### config.mk
export PLATFORM = sky130hd
export DESIGN_NAME = alu_cc_exec
export DESIGN_NICKNAME = d
export VERILOG_FILES = /design/src/rtl/alu_cc_pkg.sv /design/src/rtl/alu_cc_decode.sv /design/src/rtl/alu_cc_core.sv /design/src/rtl/alu_cc_flags.sv /design/src/rtl/alu_cc_exec.sv
export SDC_FILE = /design/constraint.sdc
export NUM_CORES = 1
export LEC_CHECK = 0
export BUFFER_PORTS_ARGS = -buffer_cell sky130_fd_sc_hd__buf_4
export CAP_MARGIN = 20
export CORE_UTILIZATION = 47
export DETAILED_ROUTE_END_ITERATION = 12
export PLACE_DENSITY = 0.81
export SLEW_MARGIN = 30
export SYNTH_ARGS = -nofsm -noshare
export SYNTH_HDL_FRONTEND = slang
export SYNTH_HIERARCHICAL = 1
export SYNTH_SLANG_ARGS = --single-unit
### constraint.sdc
create_clock -name clk -period 4.4 [get_ports clk]
set_input_delay 0.88 -clock clk [delete_from_list [all_inputs] [get_ports clk]]
set_output_delay 0.88 -clock clk [all_outputs]
set_load 0.02 [all_outputs]
### src/rtl/alu_cc_pkg.sv
package alu_cc_pkg;

    localparam int WORD_W = 16;
    localparam int IDX_W  = 3;
    localparam int IMM_W  = 5;
    localparam int OPC_W  = 4;
    localparam int CC_W   = 3;

    localparam logic [OPC_W-1:0] OPC_ADD = 4'b0001;
    localparam logic [OPC_W-1:0] OPC_AND = 4'b0101;
    localparam logic [OPC_W-1:0] OPC_NOT = 4'b1001;

    localparam logic [CC_W-1:0] CC_NEG  = 3'b100;
    localparam logic [CC_W-1:0] CC_ZERO = 3'b010;
    localparam logic [CC_W-1:0] CC_POS  = 3'b001;

    typedef enum logic [1:0] {
        OPK_NONE = 2'd0,
        OPK_ADD  = 2'd1,
        OPK_AND  = 2'd2,
        OPK_NOT  = 2'd3
    } op_kind_e;

    typedef struct packed {
        op_kind_e               kind;
        logic                   valid;
        logic                   use_imm;
        logic [IDX_W-1:0]       dst;
        logic [IDX_W-1:0]       sr1;
        logic [IDX_W-1:0]       sr2;
        logic [IMM_W-1:0]       imm;
    } dec_t;

    function automatic logic [WORD_W-1:0] sext_imm(input logic [IMM_W-1:0] v);
        return {{(WORD_W-IMM_W){v[IMM_W-1]}}, v};
    endfunction

    function automatic logic [CC_W-1:0] sign_code(input logic [WORD_W-1:0] v);
        if (v[WORD_W-1])
            return CC_NEG;
        else if (v == '0)
            return CC_ZERO;
        else
            return CC_POS;
    endfunction

endpackage

### src/rtl/alu_cc_decode.sv
module alu_cc_decode
    import alu_cc_pkg::*;
(
    input  logic [WORD_W-1:0] instr,
    output dec_t              dec
);
    localparam int OPC_LSB = WORD_W - OPC_W;
    localparam int DST_LSB = OPC_LSB - IDX_W;
    localparam int SR1_LSB = DST_LSB - IDX_W;
    localparam int SEL_BIT = IMM_W;

    logic [OPC_W-1:0] opc;
    logic             mode_bit;
    logic [1:0]       pad_bits;
    logic [5:0]       low6;

    always_comb begin
        opc      = instr[WORD_W-1:OPC_LSB];
        mode_bit = instr[SEL_BIT];
        pad_bits = instr[IMM_W-1:IDX_W];
        low6     = instr[5:0];

        dec         = '0;
        dec.dst     = instr[DST_LSB+IDX_W-1:DST_LSB];
        dec.sr1     = instr[SR1_LSB+IDX_W-1:SR1_LSB];
        dec.sr2     = instr[IDX_W-1:0];
        dec.imm     = instr[IMM_W-1:0];
        dec.use_imm = mode_bit;
        dec.kind    = OPK_NONE;
        dec.valid   = 1'b0;

        unique case (opc)
            OPC_ADD: begin
                dec.kind  = OPK_ADD;
                dec.valid = mode_bit || (pad_bits == 2'b00);
            end
            OPC_AND: begin
                dec.kind  = OPK_AND;
                dec.valid = mode_bit || (pad_bits == 2'b00);
            end
            OPC_NOT: begin
                dec.kind  = OPK_NOT;
                dec.valid = (low6 == 6'b111111);
            end
            default: begin
                dec.kind  = OPK_NONE;
                dec.valid = 1'b0;
            end
        endcase
    end

endmodule

### src/rtl/alu_cc_core.sv
module alu_cc_core
    import alu_cc_pkg::*;
(
    input  dec_t              dec,
    input  logic [WORD_W-1:0] src_a,
    input  logic [WORD_W-1:0] src_b,
    output logic [WORD_W-1:0] result
);
    logic [WORD_W-1:0] opnd_b;
    logic [WORD_W-1:0] sum;

    always_comb begin
        opnd_b = dec.use_imm ? sext_imm(dec.imm) : src_b;
        sum    = src_a + opnd_b;
        result = '0;
        if (dec.valid) begin
            unique case (dec.kind)
                OPK_ADD:  result = sum;
                OPK_AND:  result = src_a & opnd_b;
                OPK_NOT:  result = ~src_a;
                default:  result = '0;
            endcase
        end
    end

endmodule

### src/rtl/alu_cc_flags.sv
module alu_cc_flags
    import alu_cc_pkg::*;
(
    input  logic              clk,
    input  logic              rst,
    input  logic              load,
    input  logic [WORD_W-1:0] value,
    output logic [CC_W-1:0]   cc
);
    logic [CC_W-1:0] cc_q;

    always_ff @(posedge clk) begin
        if (rst)
            cc_q <= CC_ZERO;
        else if (load)
            cc_q <= sign_code(value);
    end

    assign cc = cc_q;

    AST_CC_ONEHOT: assert property (@(posedge clk) disable iff (rst)
        $countones(cc_q) == 1);

    AST_CC_HOLD: assert property (@(posedge clk) disable iff (rst)
        !load |=> $stable(cc_q));

    AST_CC_NEG_TRACK: assert property (@(posedge clk) disable iff (rst)
        (load && value[WORD_W-1]) |=> cc_q[2]);

    AST_CC_ZERO_TRACK: assert property (@(posedge clk) disable iff (rst)
        (load && value == '0) |=> cc_q[1]);

endmodule

### src/rtl/alu_cc_exec.sv
module alu_cc_exec
    import alu_cc_pkg::*;
(
    input  logic              clk,
    input  logic              rst,
    input  logic              exec_en,
    input  logic [15:0]       instr,
    input  logic [15:0]       src_a,
    input  logic [15:0]       src_b,
    output logic [2:0]        sr1_idx,
    output logic [2:0]        sr2_idx,
    output logic [15:0]       result,
    output logic [2:0]        dst_idx,
    output logic              wr_en,
    output logic [2:0]        cc
);
    dec_t dec;
    logic commit;

    alu_cc_decode u_decode (
        .instr (instr),
        .dec   (dec)
    );

    alu_cc_core u_core (
        .dec    (dec),
        .src_a  (src_a),
        .src_b  (src_b),
        .result (result)
    );

    assign commit  = exec_en && dec.valid;
    assign wr_en   = commit;
    assign dst_idx = dec.dst;
    assign sr1_idx = dec.sr1;
    assign sr2_idx = dec.sr2;

    alu_cc_flags u_flags (
        .clk   (clk),
        .rst   (rst),
        .load  (commit),
        .value (result),
        .cc    (cc)
    );

    AST_BAD_NO_WRITE: assert property (@(posedge clk) disable iff (rst)
        !dec.valid |-> (!wr_en && result == '0));

    AST_WR_NEEDS_STROBE: assert property (@(posedge clk) disable iff (rst)
        !exec_en |-> !wr_en);

    AST_CC_FOLLOWS: assert property (@(posedge clk) disable iff (rst)
        wr_en |=> cc == sign_code($past(result)));

endmodule

==> run summary <==
Run status: finished, final reports clean
CTS tree: built
Area of the mapped netlist: 1640 µm²
DR WL met3: 329 µm
DR DRC count: 0
Layout cells sized above 1: 0.298
Final Critical Period: 4280 ps
Period utilisation layout: 0.972
Max Slew Vio Count: 0
P_sw: 0.134 mW
Synth unique cells: 54
Post-DP HPWL: 3.82 mm
CP endpoint kind: primary output
Pin count of the biggest net entering global routing: 22
CTS resizes: 0
First drt pass iteration count: 4
Reg2reg setup slack: 3760 ps
Most common flop cell mapped by yosys: dfxtp_1
IO Count: 80
Rel. slew slack: 0.699
Net count after synthesis: 310
Most frequent cells in the layout: 72 x buf_4, 26 x nand2_1, 20 x a21oi_1, 19 x o21ai_0, 18 x inv_1
Setup TNS: 0 ps
Clock Skews: 0 ps
Highest metal used: met4
Initial antenna violation count: 0
MaxCap Viol Count: 0
CP peak stage delay: 430 ps
DR iter-0 viols: 74
Fmax: 234 MHz
CP arrival: 3400 ps
CP Cell Sequence: buf_4 -> mux2_2 -> ha_1 -> fa_1 -> a21oi_1 -> o211ai_1 -> a41oi_1 -> xor2_1 -> o22ai_1 -> buf_4
# diodes: 0
Number of buffers added on ports: 67
# setup viols final: 0
Total global-route track usage: 0.251
Clk Latency, worst-skew pair: 230 ps
Cell at the slowest stage of the critical path: fa_1
Initial core utilization: 0.492
Crit-path max FO: 19
WP data required: 3520 ps
Syn Area/Cell: 6.78 µm²
Sw frac: 0.452
Synth warn: 6
Synth Instances: 242
Leak Pwr: 0.999 nW
Async S/R FF share, synth: 0
Register area share after synthesis: 0.0366
Combinational Power Share: 0.749
Buffers & Inverters on Critical Path: 2
Max IR drop VDD: 0.0882 mV
Commonest non-fill, non-tap cell in the layout: buf_4
Wire length on met1: 1.98 mm
Hold WC Path Type: flip-flop to flip-flop
Top Family by Delay on Critical Path: compound AO/OA/AOI/OAI gates
Met2 Wirelength: 2.36 mm
Area grow syn2layout: 30.5%
Kind of critical path: input pin to primary output
Row cnt: 21
Max Root-Sink Buffers: 2
PwrDens: 139 nW/µm²
Total vias in the final route: 2021
Clock H-tree levels: 1
Internal Power: 0.163 mW
Post-CTS Hold Buffers: 0
Root buf cell: clkbuf_4
Final #Nets: 364
Gr ovfl total: 0
Clock sinks: 3
Hold_ws: 493 ps
Worst-margin pin slew: 450 ps
Global-route wire length before repair: 7.31 mm
Final WL: 4.74 mm
Routed vias/inst: 5.93
Sequential power share: 0.094
Post-synth EDFFs: 0
Wire per inst: 13.9 µm
Die Wd: 61.1 µm
Post-synth top area share: 0.122
Largest register FFs: 3
Vias in the first global route: 1745
Clock slew at reported path FFs: 30 ps
RSZ-0062 raised after global routing: false
Area leader, netlist: ha_1
Crit-path most repeated cell: buf_4
Number of setup buffers added after CTS: 0
Fin. Hold Viols: 0
Routability cong.: 0.960
Total CTS buffers: 3
Synthesized flop and latch total: 3
Area of the core: 3340 µm²
Post-route ant nets: 0
Clock network fraction of design power: 0.157
Top cells by area, synth: ha_1 12%, buf_4 7.3%, a21oi_1 6.1%
CP startpoint kind: input pin
DIE AREA: 3730 µm²
Die height: 61.1 µm
[logic make-up (layout without fill, tap and decap cells)]
family	after synthesis	in the layout	share of synthesized area
AO/OA/AOI/OAI	90	90	0.370
AND/OR/NAND/NOR	76	76	0.243
adder cells (fa/ha/maj)	17	17	0.134
flip-flops	3	3	0.0366
buffers and inverters	42	95	0.133
XOR/XNOR	6	6	0.0320
multiplexers	8	8	0.0518
[final timing paths]
check                 from            end  cells after the start
max reg2reg  u_flags/cc[0]  u_flags/cc[0]                      1
min reg2reg  u_flags/cc[2]  u_flags/cc[2]                      2
max               instr[5]     result[10]                     10
min          u_flags/cc[2]  u_flags/cc[2]                      2
[power groups by stage]
stage	registers [mW]	logic, mW	clock network (mW)
floorplan	0.0287	0.159	0
global placement	0.0283	0.214	0
detailed placement	0.0283	0.218	0
CTS	0.0279	0.219	0.0482
global route	0.0279	0.245	0.0519
finish	0.0279	0.222	0.0467
[Yosys cell counts, drive strengths merged (2+ instances only)]
library cell,count
a31oi,3
nor2b,3
xor2,5
mux2,4
a21oi,21
a41oi,2
nand3b,3
o22ai,3
and3,6
inv,18
o31ai,2
nor2,17
a21o,4
mux2i,4
buf,17
nand3,3
a311oi,3
nand2b,3
o21ai,23
dfxtp,3
o211ai,9
nand4,2
o21a,3
clkbuf,7
ha,16
nor4,4
a211o,4
and2,3
nand2,26
a32oi,2
[through the flow]
stage          total power [mW]  cell area [µm²]   util  cells  setup slack, ps
4_1_cts                   0.295             2140  0.640    341              173
3_5_place_dp              0.246             2110  0.632    337              195
5_1_grt                   0.325             2140  0.642    341             1.92
3_3_place_gp              0.242             2110  0.632    337              184
6_report                  0.297             2140  0.642    341              122
2_1_floorplan             0.188             1640      -    242              200
[cell type report]
type | count | area, µm²
clock buffer | 4 | 26.3
fill | 303 | 1190
inverter | 18 | 67.6
multi-input combinational | 197 | 1370
sequential | 3 | 60.1
tap | 46 | 57.6
timing repair buffer | 73 | 561
[layer usage]
metal / up-vias / track usage
met5: - / 0
met4: 0 / 0.0747
met3: 6 / 0.0126
met2: 88 / 0.460
met1: 931 / 0.316
li1: 996 / -
(Power assumes the default switching activity.)
